`src/rtl/flash_seq.sv`:
```
module flash_seq #(
  parameter int CLK_PERIOD_NS = 10,
  parameter int T_WC_NS = 90,
  parameter int T_WP_NS = 45,
  parameter int T_WPH_NS = 20,
  parameter int T_OEH_NS = 10,
  parameter int T_RC_NS = 90,
  parameter int T_RP_NS = 500,
  parameter int T_READY_NS = 20000,
  parameter int TICK_NS = 1000,
  parameter int TO_PROG_TK = 300,
  parameter int TO_SECT_TK = 15000000,
  parameter int TO_CHIP_TK = 256000000,
  parameter logic [20:0] UA1 = 21'h555,
  parameter logic [20:0] UA2 = 21'h2AA,
  parameter logic [7:0] UD1 = 8'hAA,
  parameter logic [7:0] UD2 = 8'h55,
  parameter logic [7:0] CMD_PROG = 8'hA0,
  parameter logic [7:0] CMD_ERASE = 8'h80,
  parameter logic [7:0] CMD_SECT = 8'h30,
  parameter logic [7:0] CMD_CHIP = 8'h10
) (
  input  logic        clk,
  input  logic        rst_n,
  input  logic        cmd_valid,
  input  logic [1:0]  cmd_op,
  input  logic [20:0] cmd_addr,
  input  logic [31:0] cmd_data,
  input  logic [3:0]  cmd_be,
  output logic        cmd_ready,
  input  logic        rd_req,
  input  logic [20:0] rd_addr,
  output logic [31:0] rd_data,
  output logic        rd_ack,
  output logic        st_done,
  output logic [3:0]  st_done_mask,
  output logic [3:0]  st_to_mask,
  output logic [20:0] f_addr,
  output logic [31:0] f_dq_out,
  output logic        f_dq_oe,
  input  logic [31:0] f_dq_in,
  output logic [3:0]  f_we_n,
  output logic        f_oe_n,
  output logic        f_rst_n
);
  function automatic int clks(input int ns);
    int c;
    c = (ns + CLK_PERIOD_NS - 1) / CLK_PERIOD_NS;
    return (c < 1) ? 1 : c;
  endfunction

  localparam int C_WP  = clks(T_WP_NS);
  localparam int C_OEH = clks(T_OEH_NS);
  localparam int C_H0  = (clks(T_WC_NS) - C_WP > clks(T_WPH_NS)) ? clks(T_WC_NS) - C_WP : clks(T_WPH_NS);
  localparam int C_WH  = (C_H0 > C_OEH) ? C_H0 : C_OEH;
  localparam int C_RC  = clks(T_RC_NS);
  localparam int C_RP  = clks(T_RP_NS);
  localparam int C_RDY = clks(T_READY_NS);
  localparam int C_TK  = clks(TICK_NS);
  localparam int CMAX  = C_WP + C_WH + C_RC + C_RP + C_RDY + C_TK;
  localparam int CW    = $clog2(CMAX + 1);
  localparam logic [1:0] OP_PROG = 2'd0, OP_SECT = 2'd1, OP_RST = 2'd3;

  typedef enum logic [2:0] {S_IDLE, S_WLO, S_WHI, S_POLL, S_GAP, S_RD, S_RLO, S_RWT} st_t;
  st_t st;
  logic [CW-1:0] cnt, tick_pre;
  logic [31:0]   tick_cnt, limit;
  logic [2:0]    step;
  logic [1:0]    op;
  logic [20:0]   addr_r, seq_a;
  logic [31:0]   data_r;
  logic [7:0]    seq_d;
  logic [3:0]    be_r, lane_ok, exp7, hit;
  logic          ret_poll, timed, is_prog, last, wr, other_sec;

  assign is_prog = op == OP_PROG;
  assign last = is_prog ? (step == 3'd3) : (step == 3'd5);
  assign wr = (st == S_WLO) || (st == S_WHI);
  assign other_sec = (op == OP_SECT) && (rd_addr[20:16] != addr_r[20:16]);
  assign limit = is_prog ? 32'(TO_PROG_TK) : (op == OP_SECT) ? 32'(TO_SECT_TK) : 32'(TO_CHIP_TK);

  always_comb begin
    case (step)
      3'd0: begin seq_a = UA1; seq_d = UD1; end
      3'd1: begin seq_a = UA2; seq_d = UD2; end
      3'd2: begin seq_a = UA1; seq_d = is_prog ? CMD_PROG : CMD_ERASE; end
      3'd3: begin seq_a = is_prog ? addr_r : UA1; seq_d = UD1; end
      3'd4: begin seq_a = UA2; seq_d = UD2; end
      default: begin
        seq_a = (op == OP_SECT) ? {addr_r[20:16], 16'h0} : UA1;
        seq_d = (op == OP_SECT) ? CMD_SECT : CMD_CHIP;
      end
    endcase
    for (int l = 0; l < 4; l++) exp7[l] = is_prog ? data_r[8*l+7] : 1'b1;
  end

  assign hit = lane_ok | (be_r & ~({f_dq_in[31], f_dq_in[23], f_dq_in[15], f_dq_in[7]} ^ exp7));
  assign f_addr = (st == S_RD) ? rd_addr : (wr ? seq_a : addr_r);
  assign f_dq_out = (is_prog && step == 3'd3) ? data_r : {4{seq_d}};
  assign f_dq_oe = wr;
  assign f_we_n = (st == S_WLO) ? ~be_r : 4'hF;
  assign f_oe_n = !((st == S_POLL) || (st == S_RD));
  assign f_rst_n = st != S_RLO;
  assign cmd_ready = st == S_IDLE;

  always_ff @(posedge clk or negedge rst_n) begin
    if (!rst_n) begin
      st <= S_IDLE; cnt <= '0; tick_pre <= '0; tick_cnt <= '0; step <= '0; op <= '0;
      addr_r <= '0; data_r <= '0; be_r <= '0; lane_ok <= '0; ret_poll <= 1'b0; timed <= 1'b0;
      rd_data <= '0; rd_ack <= 1'b0; st_done <= 1'b0; st_done_mask <= '0; st_to_mask <= '0;
    end else begin
      st_done <= 1'b0;
      rd_ack <= 1'b0;
      if (st == S_POLL || st == S_GAP || (st == S_RD && ret_poll)) begin
        if (tick_pre == CW'(C_TK - 1)) begin tick_pre <= '0; tick_cnt <= tick_cnt + 1; end
        else tick_pre <= tick_pre + 1'b1;
      end
      case (st)
        S_IDLE:
          if (cmd_valid) begin
            op <= cmd_op; addr_r <= cmd_addr; data_r <= cmd_data; step <= '0;
            tick_pre <= '0; tick_cnt <= '0;
            if (cmd_op == OP_RST) begin timed <= 1'b0; st <= S_RLO; cnt <= CW'(C_RP - 1); end
            else begin
              be_r <= (cmd_op == OP_PROG) ? cmd_be : 4'hF;
              lane_ok <= (cmd_op == OP_PROG) ? ~cmd_be : 4'h0;
              st <= S_WLO; cnt <= CW'(C_WP - 1);
            end
          end else if (rd_req) begin ret_poll <= 1'b0; st <= S_RD; cnt <= CW'(C_RC - 1); end
        S_WLO:
          if (cnt == 0) begin st <= S_WHI; cnt <= CW'(C_WH - 1); end else cnt <= cnt - 1'b1;
        S_WHI:
          if (cnt != 0) cnt <= cnt - 1'b1;
          else if (last) begin st <= S_POLL; cnt <= CW'(C_RC - 1); end
          else begin step <= step + 1'b1; st <= S_WLO; cnt <= CW'(C_WP - 1); end
        S_POLL:
          if (cnt == 0) begin lane_ok <= hit; st <= S_GAP; end else cnt <= cnt - 1'b1;
        S_GAP:
          if (&lane_ok) begin
            st_done <= 1'b1; st_done_mask <= be_r; st_to_mask <= '0; st <= S_IDLE;
          end else if (tick_cnt >= limit) begin
            st_to_mask <= be_r & ~lane_ok; timed <= 1'b1; st <= S_RLO; cnt <= CW'(C_RP - 1);
          end else if (rd_req && other_sec) begin
            ret_poll <= 1'b1; st <= S_RD; cnt <= CW'(C_RC - 1);
          end else begin st <= S_POLL; cnt <= CW'(C_RC - 1); end
        S_RD:
          if (cnt == 0) begin
            rd_data <= f_dq_in; rd_ack <= 1'b1; st <= ret_poll ? S_GAP : S_IDLE;
          end else cnt <= cnt - 1'b1;
        S_RLO:
          if (cnt == 0) begin st <= S_RWT; cnt <= CW'(C_RDY - 1); end else cnt <= cnt - 1'b1;
        default:
          if (cnt == 0) begin
            st_done <= 1'b1;
            st_done_mask <= timed ? (lane_ok & be_r) : 4'hF;
            if (!timed) st_to_mask <= '0;
            st <= S_IDLE;
          end else cnt <= cnt - 1'b1;
      endcase
    end
  end

  logic [CW-1:0] a_lo, a_hi, a_rp;
  always_ff @(posedge clk or negedge rst_n) begin
    if (!rst_n) begin a_lo <= '0; a_hi <= CW'(CMAX); a_rp <= '0; end
    else begin
      a_lo <= (&f_we_n) ? '0 : a_lo + 1'b1;
      a_hi <= (&f_we_n) ? ((a_hi == CW'(CMAX)) ? a_hi : a_hi + 1'b1) : '0;
      a_rp <= f_rst_n ? '0 : a_rp + 1'b1;
    end
  end

  AST_WE_LOW_WIDTH: assert property (@(posedge clk) disable iff (!rst_n) $rose(&f_we_n) |-> a_lo >= CW'(C_WP));
  AST_WE_HIGH_GAP: assert property (@(posedge clk) disable iff (!rst_n) $fell(&f_we_n) |-> a_hi >= CW'(C_WH));
  AST_OE_HOLD: assert property (@(posedge clk) disable iff (!rst_n) $fell(f_oe_n) |-> a_hi >= CW'(C_OEH));
  AST_WE_OE_EXCL: assert property (@(posedge clk) disable iff (!rst_n) !(!f_oe_n && !(&f_we_n)));
  AST_RST_WIDTH: assert property (@(posedge clk) disable iff (!rst_n) $rose(f_rst_n) |-> a_rp >= CW'(C_RP));
  AST_RST_QUIET: assert property (@(posedge clk) disable iff (!rst_n) !f_rst_n |-> (&f_we_n) && f_oe_n);
  AST_MASK_DISJOINT: assert property (@(posedge clk) disable iff (!rst_n) st_done |-> (st_done_mask & st_to_mask) == 4'h0);
  AST_BUSY_AFTER_ACCEPT: assert property (@(posedge clk) disable iff (!rst_n) cmd_valid && cmd_ready |=> !cmd_ready);
endmodule

```
`config.mk`:
```
export PLATFORM = sky130hd
export DESIGN_NAME = flash_seq
export DESIGN_NICKNAME = d
export VERILOG_FILES = /design/src/rtl/flash_seq.sv
export SDC_FILE = /design/constraint.sdc
export NUM_CORES = 1
export LEC_CHECK = 0
export ABC_AREA = 1
export BUFFER_PORTS_ARGS = -buffer_cell sky130_fd_sc_hd__buf_2
export CAP_MARGIN = 20
export CORE_MARGIN = 2
export CORE_UTILIZATION = 55
export CTS_BUF_LIST = sky130_fd_sc_hd__clkbuf_8 sky130_fd_sc_hd__clkbuf_16
export DETAILED_ROUTE_END_ITERATION = 10
export GPL_TIMING_DRIVEN = 0
export PLACE_DENSITY = 0.81
export SLEW_MARGIN = 25
export SYNTH_ARGS = -nofsm -noshare
export SYNTH_HDL_FRONTEND = slang
export SYNTH_SLANG_ARGS = --single-unit
```
`constraint.sdc`:
```
create_clock -name clk -period 2.45 [get_ports clk]
set_clock_uncertainty 0.1 [all_clocks]
set_input_delay 0.49 -clock clk [delete_from_list [all_inputs] [get_ports clk]]
set_output_delay 0.49 -clock clk [all_outputs]
set_load 0.01 [all_outputs]
```
==> results.py <==
metrics = {
    "setup_path": {
        "critical_path_class": "register to output pin",
        "crit_fanout": 5,
        "worst_path_largest_cell_delay_ns": 0.43,
        "cp_top_family": "flip-flops",
        "critical_path_buf_inv_count": 3,
        "end_kind": "output pin",
        "worst_setup_path_start_kind": "register",
        "critPathSlowestCell": "dfrtp_1",
        "required_ns": 1.86,
        "crit_arrival_ns": 2.26,
        "crit_chain": "ha_2 > ha_4 > inv_4 > buf_6 > nand3_4 > o21ai_4 > nand3_2 > o21ai_1 > buf_2",
    },
    "global_routing": {
        "grtUsageMet3": 0.0706,
        "overflow": 0,
        "grt_use_total": 0.314,
        "grt_antenna_before_repair": 2,
        "grt.busiest_layer": "met2",
        "grt_pass1_vias": 9641,
        "grt_pass1_wl_mm": 46.4,
        "grt_start_max_net_pins": 70,
        "gr-usage-met2": 0.513,
        "grtUsageMet1": 0.399,
    },
    "timing": {
        "fin_setup_tns_ns": -13.09,
        "fmax_mhz": 351,
        "final.period_utilization": 1.16,
        "rsz0062_at_grt": "true",
        "report.final.slew_viol_count": 0,
        "setup_viol": 53,
        "finalWorstSetupSlack_ns": -0.399,
        "hold_viol": 0,
        "slew_headroom": 0.606,
        "fin_crit_ns": 2.85,
        "worstMarginPinSlew_ns": 0.584,
    },
    "synthesis": {
        "synth-edff-count": 0,
        "yosysSeqAreaShare": 0.433,
        "synth_compound_area_frac": 0.0873,
        "syn_inst": 1376,
        "synth_cell_types": 47,
        "synth_area_per_cell_um2": 7.11,
        "syn_nets": 1516,
        "yosys-mux-area-fraction": 0,
        "synth_top_family_by_area": "simple AND/OR/NAND/NOR gates",
        "async_flop_share": 1.00,
        "ys_ff_latch": 169,
        "synth_xor_area_frac": 0.0251,
        "synth_flop_cell": "dfrtp_1",
        "synth_area_um2": 9780,
        "synth-adder-area-share": 0.0307,
        "synthSimpleGateAreaFrac": 0.355,
        "ys_warn_count": 0,
    },
    "finish": {
        "finalInstanceArea_um2": 13100,
        "fin_util": 0.753,
        "final_nets": 1796,
        "area_delta_synth_final_pct": 33.6,
        "drive_gt1_frac": 0.298,
    },
    "power_and_ir_drop": {
        "powerDensity_nw_per_um2": 480,
        "power_leakage_nw": 6.74,
        "vdd_drop_max_v": 0.000624,
    },
    "routing": {
        "via_per_inst": 5.55,
        "wire_per_inst_um": 16.8,
        "wirelength_mm": 32.0,
        "drtPass1Iterations": 8,
        "drtIter0Drc": 987,
        "drc": 0,
        "drt.antenna.violating_nets": 0,
        "routed-via-count": 10500,
    },
    "die": {
        "dieArea_um2": 18900,
        "dieHeight_um": 137,
        "core_um2": 17400,
        "dieWidth_um": 137,
        "fp-row-count": 48,
        "initial_core_util": 0.563,
        "ios": 219,
    },
    "clocking": {
        "htreeDepth": 4,
        "clkTransAtPathRegs_ns": 0.08,
        "cts_buffer_depth": 2,
        "root_buffer": "clkbuf_16",
        "cts_made_buffers": 17,
        "cts_tree": "done",
        "clk_latency_ns": 0.44,
        "clock-sinks": 169,
    },
    "place": {
        "dp_hpwl_mm": 21.0,
        "postPlaceCellArea_um2": 11200,
        "io_buffers": 218,
        "gp_congestion": 0.916,
    },
    "job": {
        "maxCapViolations": 0,
    },
    "hold_path": {
        "hold_path_class": "primary input to register",
    },
    "outcome": {
        "violations": "negative setup slack",
        "outcome": "finished with violations",
    },
}
## sequential cells by signal, summed over array words and instances (netlist names), 4 cells and up
signal / cells
cnt: 12
lane_ok: 4
tick_cnt: 32
be_r: 4
data_r: 32
st_to_mask: 4
rd_data: 32
st_done_mask: 4
tick_pre: 12
addr_r: 21
## what timing repair did
| item | CTS | global route |
|---|---|---|
| hold buffers | 1 | 0 |
| gates resized for setup | 162 | 98 |
| pin swaps | 32 | 41 |
| endpoints found under the setup margin | 105 | 103 |
| setup buffers | 23 | 17 |
| endpoints found under the hold margin | 48 | 0 |
| cloned | 3 | 1 |
## cells in the final DEF, fill, tap and decap left out, drive strengths merged
cell / count
nand2: 553
buf: 281
dfrtp: 169
nor2: 153
inv: 138
o21ai: 82
a21oi: 59
nand3: 51
nor3: 37
clkbuf: 32
xor2: 26
nand4: 24
ha: 24
clkinv: 6
a31oi: 5
nor4: 5
o22ai: 4
diode: 3
o21a: 3
nand3b: 2
o21bai: 2
xnor2: 2
clkinvlp: 2
a22oi: 1
nor4b: 1
a21boi: 1
o211ai: 1
a31o: 1
a21o: 1
a211oi: 1
or2: 1
dlygate4sd3: 1
## per-layer routing
layer,share of wire,vias to the layer above
li1,-,4928
met1,0.39,4941
met2,0.49,541
met3,0.078,124
met4,0.040,0
met5,0,-
## through the flow
| step | hold slack (ns) | setup WS [ns] | std cells | power [mW] |
|---|---|---|---|---|
| detailed placement | 0.324 | -0.755 | 1821 | 3.47 |
| floorplan | 0.0944 | 0.0576 | 1376 | 3.20 |
| global placement | 0.347 | -1.92 | 1819 | 3.44 |
| CTS | 0.138 | -0.210 | 1879 | 6.17 |
| finish | 0.137 | -0.399 | 1897 | 6.27 |
| global route | 0.139 | -0.460 | 1896 | 6.45 |
## final cells by class
class / count / area [um2]
antenna: 3 / 7.51
buffer: 36 / 283
clock buffer: 17 / 425
clock inverter: 15 / 150
fill: 1249 / 4290
inverter: 131 / 512
multi-input combinational: 1040 / 5530
sequential: 169 / 4230
tap: 225 / 282
timing repair buffer: 261 / 1650
## report_power, final
group          total (mW)  switching, mW  internal (mW)
logic               0.621          0.356          0.265
clock network        2.70           1.34           1.36
registers            2.94         0.0763           2.87
## logic make-up after synthesis
kind of cell / after synthesis
buffers and inverters: 168
AND/OR/NAND/NOR: 826
XOR/XNOR: 28
adder cells (fa/ha/maj): 24
flip-flops: 169
AO/OA/AOI/OAI: 161
## cells in the mapped netlist (all sizes together), types with 2 or more instances
master / number / area (um2)
nor2: 153 / 648
clkbuf: 16 / 60.1
o21bai: 2 / 15.0
o21a: 3 / 22.5
nor4: 5 / 46.3
o21ai: 82 / 418
xor2: 26 / 228
dfrtp: 169 / 4230
a21oi: 59 / 295
nand4: 24 / 165
o22ai: 4 / 25.0
ha: 24 / 300
nand3b: 2 / 15.0
a31oi: 5 / 31.3
nor3: 37 / 190
buf: 21 / 123
nand2: 553 / 2100
xnor2: 2 / 17.5
nand3: 50 / 298
inv: 130 / 490
## worst reg2reg max path: stages (launching register included)
cell      delay [ns]
dfrtp_2         0.48
nor2_4          0.19
clkinv_4        0.14
buf_6           0.15
ha_4            0.21
nand2_2         0.06
nand2_1         0.05
nand2_1         0.05
nand2_1         0.04
nand2_1         0.06
nand3_2         0.08
a21oi_4         0.18
buf_12          0.14
buf_6           0.09
nand3_1         0.05
nand2_1         0.06
nand2_1         0.05
nand2_1         0.06
nand2_1         0.04
## worst paths after layout
| path | startpoint | endpoint | slack, ns | cells past startpoint |
|---|---|---|---|---|
| hold reg to reg | st_to_mask[3] | st_to_mask[3] | 0.37 | 2 |
| max in group asynchronous | rst_n | st[0] | 0.84 | 4 |
| setup / recovery | step[0] | f_addr[19] | -0.40 | 9 |
| hold / removal | f_dq_in[9] | rd_data[9] | 0.14 | 3 |
| setup reg to reg | op[1] | st[2] | 0.05 | 18 |
| min in group asynchronous | rst_n | tick_cnt[20] | 0.43 | 2 |
Power figures use the tool's default switching activity.
